--- src/rtl/sdram_dec_pkg.sv ---
package sdram_dec_pkg;
  typedef enum logic [3:0] {
    CMD_DESEL  = 4'd0,
    CMD_NOP    = 4'd1,
    CMD_ACT    = 4'd2,
    CMD_READ   = 4'd3,
    CMD_READA  = 4'd4,
    CMD_WRITE  = 4'd5,
    CMD_WRITEA = 4'd6,
    CMD_PRE    = 4'd7,
    CMD_PREA   = 4'd8,
    CMD_TERM   = 4'd9,
    CMD_MRS    = 4'd10,
    CMD_REFA   = 4'd11,
    CMD_REFS   = 4'd12,
    CMD_REFSX  = 4'd13,
    CMD_HOLD   = 4'd14
  } cmd_e;

  typedef enum logic [1:0] {
    PW_NORMAL = 2'd0,
    PW_SELF   = 2'd1,
    PW_SUSP   = 2'd2
  } pwr_e;
endpackage

--- src/rtl/sdram_cmd_decode.sv ---
module sdram_cmd_decode
  import sdram_dec_pkg::*;
(
  input  logic cs_n,
  input  logic ras_n,
  input  logic cas_n,
  input  logic we_n,
  input  logic cke_prev,
  input  logic cke,
  input  logic a10,
  input  logic in_self,
  output cmd_e cmd,
  output logic exit_bad
);
  logic nop_pat;
  assign nop_pat = ras_n & cas_n & we_n;

  always_comb begin
    cmd      = CMD_HOLD;
    exit_bad = 1'b0;
    if (in_self) begin
      // only a rising clock enable can leave self-refresh
      if (!cke_prev && cke) begin
        if (cs_n || nop_pat) cmd = CMD_REFSX;
        else                 exit_bad = 1'b1;
      end
    end else if (!cke_prev) begin
      cmd = CMD_HOLD;
    end else if (cs_n) begin
      cmd = CMD_DESEL;
    end else begin
      case ({ras_n, cas_n, we_n})
        3'b111:  cmd = CMD_NOP;
        3'b011:  cmd = CMD_ACT;
        3'b101:  cmd = a10 ? CMD_READA  : CMD_READ;
        3'b100:  cmd = a10 ? CMD_WRITEA : CMD_WRITE;
        3'b010:  cmd = a10 ? CMD_PREA   : CMD_PRE;
        3'b110:  cmd = CMD_TERM;
        3'b000:  cmd = CMD_MRS;
        3'b001:  cmd = cke ? CMD_REFA : CMD_REFS;
        default: cmd = CMD_HOLD;
      endcase
    end
  end
endmodule

--- src/rtl/sdram_power_ctl.sv ---
module sdram_power_ctl
  import sdram_dec_pkg::*;
(
  input  logic clk,
  input  logic rst,
  input  cmd_e cmd,
  input  logic cke,
  output pwr_e pwr_q
);
  always_ff @(posedge clk) begin
    if (rst) begin
      pwr_q <= PW_NORMAL;
    end else if (pwr_q == PW_SELF) begin
      if (cmd == CMD_REFSX) pwr_q <= PW_NORMAL;
    end else if (cmd == CMD_REFS) begin
      pwr_q <= PW_SELF;
    end else begin
      pwr_q <= cke ? PW_NORMAL : PW_SUSP;
    end
  end
endmodule

--- src/rtl/sdram_bank_tracker.sv ---
module sdram_bank_tracker
  import sdram_dec_pkg::*;
#(
  parameter int NUM_BANKS = 4,
  parameter int ROW_W     = 12,
  parameter int BURST_LEN = 4,
  localparam int BA_W     = $clog2(NUM_BANKS)
) (
  input  logic                       clk,
  input  logic                       rst,
  input  cmd_e                       cmd,
  input  logic [BA_W-1:0]            ba,
  input  logic [ROW_W-1:0]           row_in,
  input  logic                       advance,
  output logic [NUM_BANKS-1:0]       active,
  output logic [NUM_BANKS*ROW_W-1:0] rows,
  output logic                       illegal
);
  localparam int CW = $clog2(BURST_LEN + 1);

  always_comb begin
    case (cmd)
      CMD_ACT:                                     illegal = active[ba];
      CMD_READ, CMD_READA, CMD_WRITE, CMD_WRITEA:  illegal = ~active[ba];
      CMD_MRS:                                     illegal = |active;
      default:                                     illegal = 1'b0;
    endcase
  end

  for (genvar g = 0; g < NUM_BANKS; g++) begin : g_bank
    logic             act_r;
    logic [CW-1:0]    cnt;
    logic [ROW_W-1:0] row_r;
    logic             hit;
    assign hit = (ba == BA_W'(g));

    always_ff @(posedge clk) begin
      if (rst) begin
        act_r <= 1'b0;
        cnt   <= '0;
        row_r <= '0;
      end else begin
        // auto-precharge countdown runs only on live clock cycles
        if (advance && cnt != '0) begin
          cnt <= cnt - 1'b1;
          if (cnt == CW'(1)) act_r <= 1'b0;
        end
        case (cmd)
          CMD_ACT: if (hit && !act_r) begin
            act_r <= 1'b1;
            row_r <= row_in;
            cnt   <= '0;
          end
          CMD_READA, CMD_WRITEA: if (hit && act_r) begin
            act_r <= 1'b1;
            cnt   <= CW'(BURST_LEN);
          end
          CMD_PRE: if (hit) begin
            act_r <= 1'b0;
            cnt   <= '0;
          end
          CMD_PREA, CMD_REFA, CMD_REFS: begin
            act_r <= 1'b0;
            cnt   <= '0;
          end
          default: ;
        endcase
      end
    end

    assign active[g]                = act_r;
    assign rows[g*ROW_W +: ROW_W]   = row_r;
  end
endmodule

--- src/rtl/sdram_cmd_tracker.sv ---
module sdram_cmd_tracker
  import sdram_dec_pkg::*;
#(
  parameter int NUM_BANKS = 4,
  parameter int ROW_W     = 12,
  parameter int AP_BIT    = 10,
  parameter int BURST_LEN = 4,
  localparam int BA_W     = $clog2(NUM_BANKS)
) (
  input  logic                       clk,
  input  logic                       rst,
  input  logic                       cs_n,
  input  logic                       ras_n,
  input  logic                       cas_n,
  input  logic                       we_n,
  input  logic                       cke_prev,
  input  logic                       cke,
  input  logic [BA_W-1:0]            ba,
  input  logic [ROW_W-1:0]           addr,
  output logic [3:0]                 cmd_q,
  output logic                       illegal_q,
  output logic [NUM_BANKS-1:0]       bank_active,
  output logic [NUM_BANKS*ROW_W-1:0] open_rows,
  output logic [1:0]                 pwr_q
);
  pwr_e pwr;
  cmd_e cmd_n;
  logic exit_bad;
  logic bank_ill;

  sdram_cmd_decode u_dec (
    .cs_n     (cs_n),
    .ras_n    (ras_n),
    .cas_n    (cas_n),
    .we_n     (we_n),
    .cke_prev (cke_prev),
    .cke      (cke),
    .a10      (addr[AP_BIT]),
    .in_self  (pwr == PW_SELF),
    .cmd      (cmd_n),
    .exit_bad (exit_bad)
  );

  sdram_power_ctl u_pwr (
    .clk   (clk),
    .rst   (rst),
    .cmd   (cmd_n),
    .cke   (cke),
    .pwr_q (pwr)
  );

  sdram_bank_tracker #(
    .NUM_BANKS (NUM_BANKS),
    .ROW_W     (ROW_W),
    .BURST_LEN (BURST_LEN)
  ) u_bank (
    .clk     (clk),
    .rst     (rst),
    .cmd     (cmd_n),
    .ba      (ba),
    .row_in  (addr),
    .advance (cke_prev && (pwr != PW_SELF)),
    .active  (bank_active),
    .rows    (open_rows),
    .illegal (bank_ill)
  );

  always_ff @(posedge clk) begin
    if (rst) begin
      cmd_q     <= CMD_DESEL;
      illegal_q <= 1'b0;
    end else begin
      cmd_q     <= cmd_n;
      illegal_q <= exit_bad | bank_ill;
    end
  end

  assign pwr_q = pwr;
endmodule

--- config.mk ---
export PLATFORM = sky130hd
export DESIGN_NAME = sdram_cmd_tracker
export DESIGN_NICKNAME = d
export VERILOG_FILES = /design/src/rtl/sdram_dec_pkg.sv /design/src/rtl/sdram_cmd_decode.sv /design/src/rtl/sdram_power_ctl.sv /design/src/rtl/sdram_bank_tracker.sv /design/src/rtl/sdram_cmd_tracker.sv
export SDC_FILE = /design/constraint.sdc
export NUM_CORES = 1
export LEC_CHECK = 0
export BUFFER_PORTS_ARGS = -buffer_cell sky130_fd_sc_hd__buf_2
export CAP_MARGIN = 20
export CORE_AREA = 2 2 85 87
export CTS_BUF_LIST = sky130_fd_sc_hd__clkbuf_16
export CTS_CLUSTER_SIZE = 8
export DETAILED_ROUTE_END_ITERATION = 10
export DIE_AREA = 0 0 87 89
export HOLD_SLACK_MARGIN = 0.1
export PLACE_DENSITY = 0.78
export SLEW_MARGIN = 5
export SYNTH_ARGS = -nofsm -noshare
export SYNTH_HDL_FRONTEND = slang
export SYNTH_SLANG_ARGS = --single-unit
--- constraint.sdc ---
create_clock -name clk -period 3 [get_ports clk]
set_clock_uncertainty 0.2 [all_clocks]
set_input_delay 0.6 -clock clk [delete_from_list [all_inputs] [get_ports clk]]
set_output_delay 0.6 -clock clk [all_outputs]
set_load 0.05 [all_outputs]
==> impl_metrics.yaml <==
outcome:
  outcome: "complete, no violations"
sta:
  setup_tns_ns: 0
  slew_violations: 0
  fin_crit_ns: 2.553
  final_hold_viol_count: 0
  worst_slew_pin_slew_ns: 0.6344
  maxSlewHeadroom: 0.5760
  fin_crit_sh: 0.8509
  rsz0062_at_grt: "no"
  holdWs_ns: 0.2577
  timing.fmax_mhz: 391.8
  setup_violations: 0
worst_hold_path:
  hold_depth: 2
  hold_path.class: "reg2reg"
floorplanning:
  initial_utilization: 0.5320
  io_pins: 81
  die_w_um: 87
  dieArea_sq_mm: 0.007743
  die_h_um: 89
  rows: 30
  core-area_sq_mm: 0.006719
layout:
  finish.instance_area_sq_mm: 0.004359
  regArea_sq_mm: 0.001421
  n_fill_cell: 567
  synthToLayoutAreaGrowth_pct: 21.95
  multi_input_area_sq_mm: 0.001924
  final_nets: 525
  diodes: 0
  drive_gt1_frac: 0.2399
cts:
  clock_latency_ns: 0.33
  clk_pin_slew_ns: 0.06
  postCtsSetupBuffers: 0
  cts_resized: 0
  cts-root-buf: "clkbuf_16"
  cts_buffers: 9
  ctsHoldBuffers: 0
  cts_buffer_depth: 2
  cts_sinks: 71
  htreeDepth: 3
  cts_tree: "yes"
yosys:
  syn_area_sq_mm: 0.003575
  synthDistinctLibCells: 52
  seq_area_frac_synth: 0.3976
  synth_async_sr_flop_share: 0
  syn-num-nets: 451
  yosys_register_bits: 71
  syn_avg_cell_area_sq_um: 8.572
  yosysWarnings: 0
  netlist_instances: 417
  synth-edff-count: 0
  synthFlopType: "dfxtp_1"
pwr:
  intPower_mw: 1.899
  combPwrFrac: 0.176
  leakagePower_nw: 2.082
  netSwitchingFraction: 0.2792
  pwr-share-seq: 0.386
  pwr-share-clk: 0.438
  p_total_mw: 2.635
  power.switching_mw: 0.7356
  ir_worst_vdd_uv: 401.7
  p_per_area_mw_per_mm2: 604.4
critical_path:
  cp.depth: 9
  critPathCaptureType: "register"
  cp_top_family: "compound AO/OA/AOI/OAI gates"
  crit_fanout: 13
  max_stage_delay_ns: 0.62
  path_cells: "buf_2 -> buf_4 -> nor4b_1 -> buf_4 -> nor2_1 -> nand4b_1 -> a2111oi_1 -> nor2_1 -> a211oi_1"
  worst_ep_arrival_time_ns: 2.59
  start_kind: "input port"
  required_ns: 3.04
  path_buf_inv: 3
  crit_slowest_cell: "a2111oi_1"
  reg2regPathDepth: 5
  path_class: "in2reg"
flow_run:
  drv_cap: 0
grt:
  antenna_found_initial: 0
  grt_pass1_vias: 3229
  grt_pass1_wl_um: 15380
  grt_max_degree: 36
  grt_overflow_total: 0
  track_usage: 0.2530
placement:
  hpwl_um: 6425
  place_area_sq_mm: 0.004039
  port_buffers: 80
  gp_congestion: 0.9035
routing:
  via_per_inst: 5.710
  first_pass_iters: 4
  routed_wl_um: 9378
  antenna_left: 0
  drtIter0Drc: 219
  post_drt_wl_per_cell_um: 16.28
  drc: 0
  vias: 3289
[logic make-up (layout without fill, tap and decap cells)]
logic type,Yosys count,count (layout),share of synthesized area
buf+inv,50,129,0.06405
xor+xnor,6,6,0.01470
fa+ha+maj,12,12,0.04200
simple gates,156,156,0.2083
mux,43,43,0.1250
flops,71,71,0.3976
compound gates,79,79,0.1484
[worst paths after layout]
path	from	end	slack [ns]
worst max-delay path	cas_n	u_bank.g_bank[3].cnt[2]	0.45
worst min-delay path	u_bank.g_bank[2].row_r[2]	u_bank.g_bank[2].row_r[2]	0.26
worst max register to register	u_pwr.pwr_q[1]	u_bank.g_bank[3].cnt[2]	0.65
worst min register to register	u_bank.g_bank[2].row_r[2]	u_bank.g_bank[2].row_r[2]	0.26
[per-stage QoR]
stage          std cells  setup WS [ns]  utilization
2_1_floorplan        417         0.1956            -
4_1_cts              576         0.4816       0.6488
3_5_place_dp         560         0.1570       0.6011
5_1_grt              576         0.1960       0.6488
3_3_place_gp         560         0.1876       0.6011
6_report             576         0.4474       0.6488
[flip-flops by register name, indices dropped and copies added, names as in the netlist]
signal and cells:
illegal_q 1, cmd_q 4, u_bank.g_bank.row_r 48, u_bank.g_bank.cnt 12, u_bank.g_bank.act_r 4, u_pwr.pwr_q 2
[routing by layer]
| metal | part of all wire | track usage | vias to the layer above | wire length, um |
|---|---|---|---|---|
| met1 | 0.43 | 0.3140 | 1552 | 4061 |
| met2 | 0.48 | 0.4212 | 122 | 4503 |
| li1 | - | - | 1600 | - |
| met3 | 0.071 | 0.08310 | 15 | 667 |
| met5 | 0 | 0 | - | 0 |
| met4 | 0.016 | 0.07386 | 0 | 146 |
[cell usage in the layout, fill, tap and decap left out, types with 4 or more instances in the layout]
| cell type | Yosys | final |
|---|---|---|
| nand2_1 | 35 | 35 |
| xnor2_1 | 5 | 5 |
| a31oi_1 | 5 | 5 |
| clkbuf_16 | 0 | 9 |
| nor2_1 | 60 | 60 |
| a21oi_1 | 30 | 30 |
| buf_2 | 6 | 80 |
| inv_1 | 18 | 19 |
| nand2b_1 | 8 | 8 |
| or3_1 | 8 | 8 |
| a2111oi_0 | 5 | 5 |
| o31ai_1 | 5 | 5 |
| mux2i_1 | 39 | 39 |
| buf_4 | 7 | 14 |
| nor2b_1 | 4 | 4 |
| nand3_1 | 5 | 5 |
| and2_1 | 4 | 4 |
| nor3_1 | 13 | 13 |
| ha_1 | 12 | 12 |
| o21ai_0 | 11 | 11 |
| dfxtp_1 | 71 | 71 |
[layout make-up]
class                           instances  area share
Tap cell                               80     0.02296
Clock buffer                            9     0.05166
Multi-Input combinational cell        296      0.4414
Sequential cell                        71      0.3261
Inverter                               18     0.01550
Clock inverter                          7     0.02181
Timing Repair Buffer                   95      0.1206
[cell usage after synthesis (all sizes together), types with 2 or more instances]
| cell type | count | share of area |
|---|---|---|
| o41ai | 3 | 0.013 |
| nand3b | 2 | 0.0042 |
| or2 | 3 | 0.0053 |
| nand4 | 2 | 0.0053 |
| o21ai | 11 | 0.015 |
| o2111ai | 2 | 0.0049 |
| mux2 | 3 | 0.0094 |
| dfxtp | 71 | 0.40 |
| a2111oi | 6 | 0.015 |
| and3b | 2 | 0.0049 |
| nor3 | 13 | 0.018 |
| mux2i | 39 | 0.11 |
| nor4b | 2 | 0.0049 |
| inv | 18 | 0.019 |
| a211oi | 2 | 0.0042 |
| o31ai | 5 | 0.011 |
| a221oi | 2 | 0.0049 |
| nor2b | 4 | 0.0070 |
| ha | 12 | 0.042 |
| or3 | 8 | 0.014 |
| xnor2 | 5 | 0.012 |
| a211o | 2 | 0.0049 |
| nor2 | 60 | 0.063 |
| and3 | 3 | 0.0053 |
| a31oi | 5 | 0.0088 |
| a21oi | 30 | 0.042 |
| o21bai | 2 | 0.0042 |
| buf | 14 | 0.026 |
| a22oi | 2 | 0.0042 |
| clkbuf | 18 | 0.019 |
| nand3 | 5 | 0.0070 |
| nand2 | 35 | 0.037 |
| and2 | 4 | 0.0070 |
| or4 | 2 | 0.0042 |
| nand2b | 8 | 0.014 |
[power by group through the flow]
| stage | clock network, mW | logic [mW] | registers (mW) |
|---|---|---|---|
| 2_1_floorplan | 0 | 0.323 | 1.06 |
| 3_3_place_gp | 0 | 0.444 | 1.04 |
| 3_5_place_dp | 0 | 0.456 | 1.04 |
| 4_1_cts | 1.16 | 0.463 | 1.02 |
| 5_1_grt | 1.22 | 0.528 | 1.02 |
| 6_report | 1.15 | 0.463 | 1.02 |
[tightest hold or removal path, cell delays in order, from the launching register on]
cell,delay (ns)
dfxtp_1,0.31
nand2_1,0.05
a21oi_1,0.05
(Power assumes the default switching activity.)
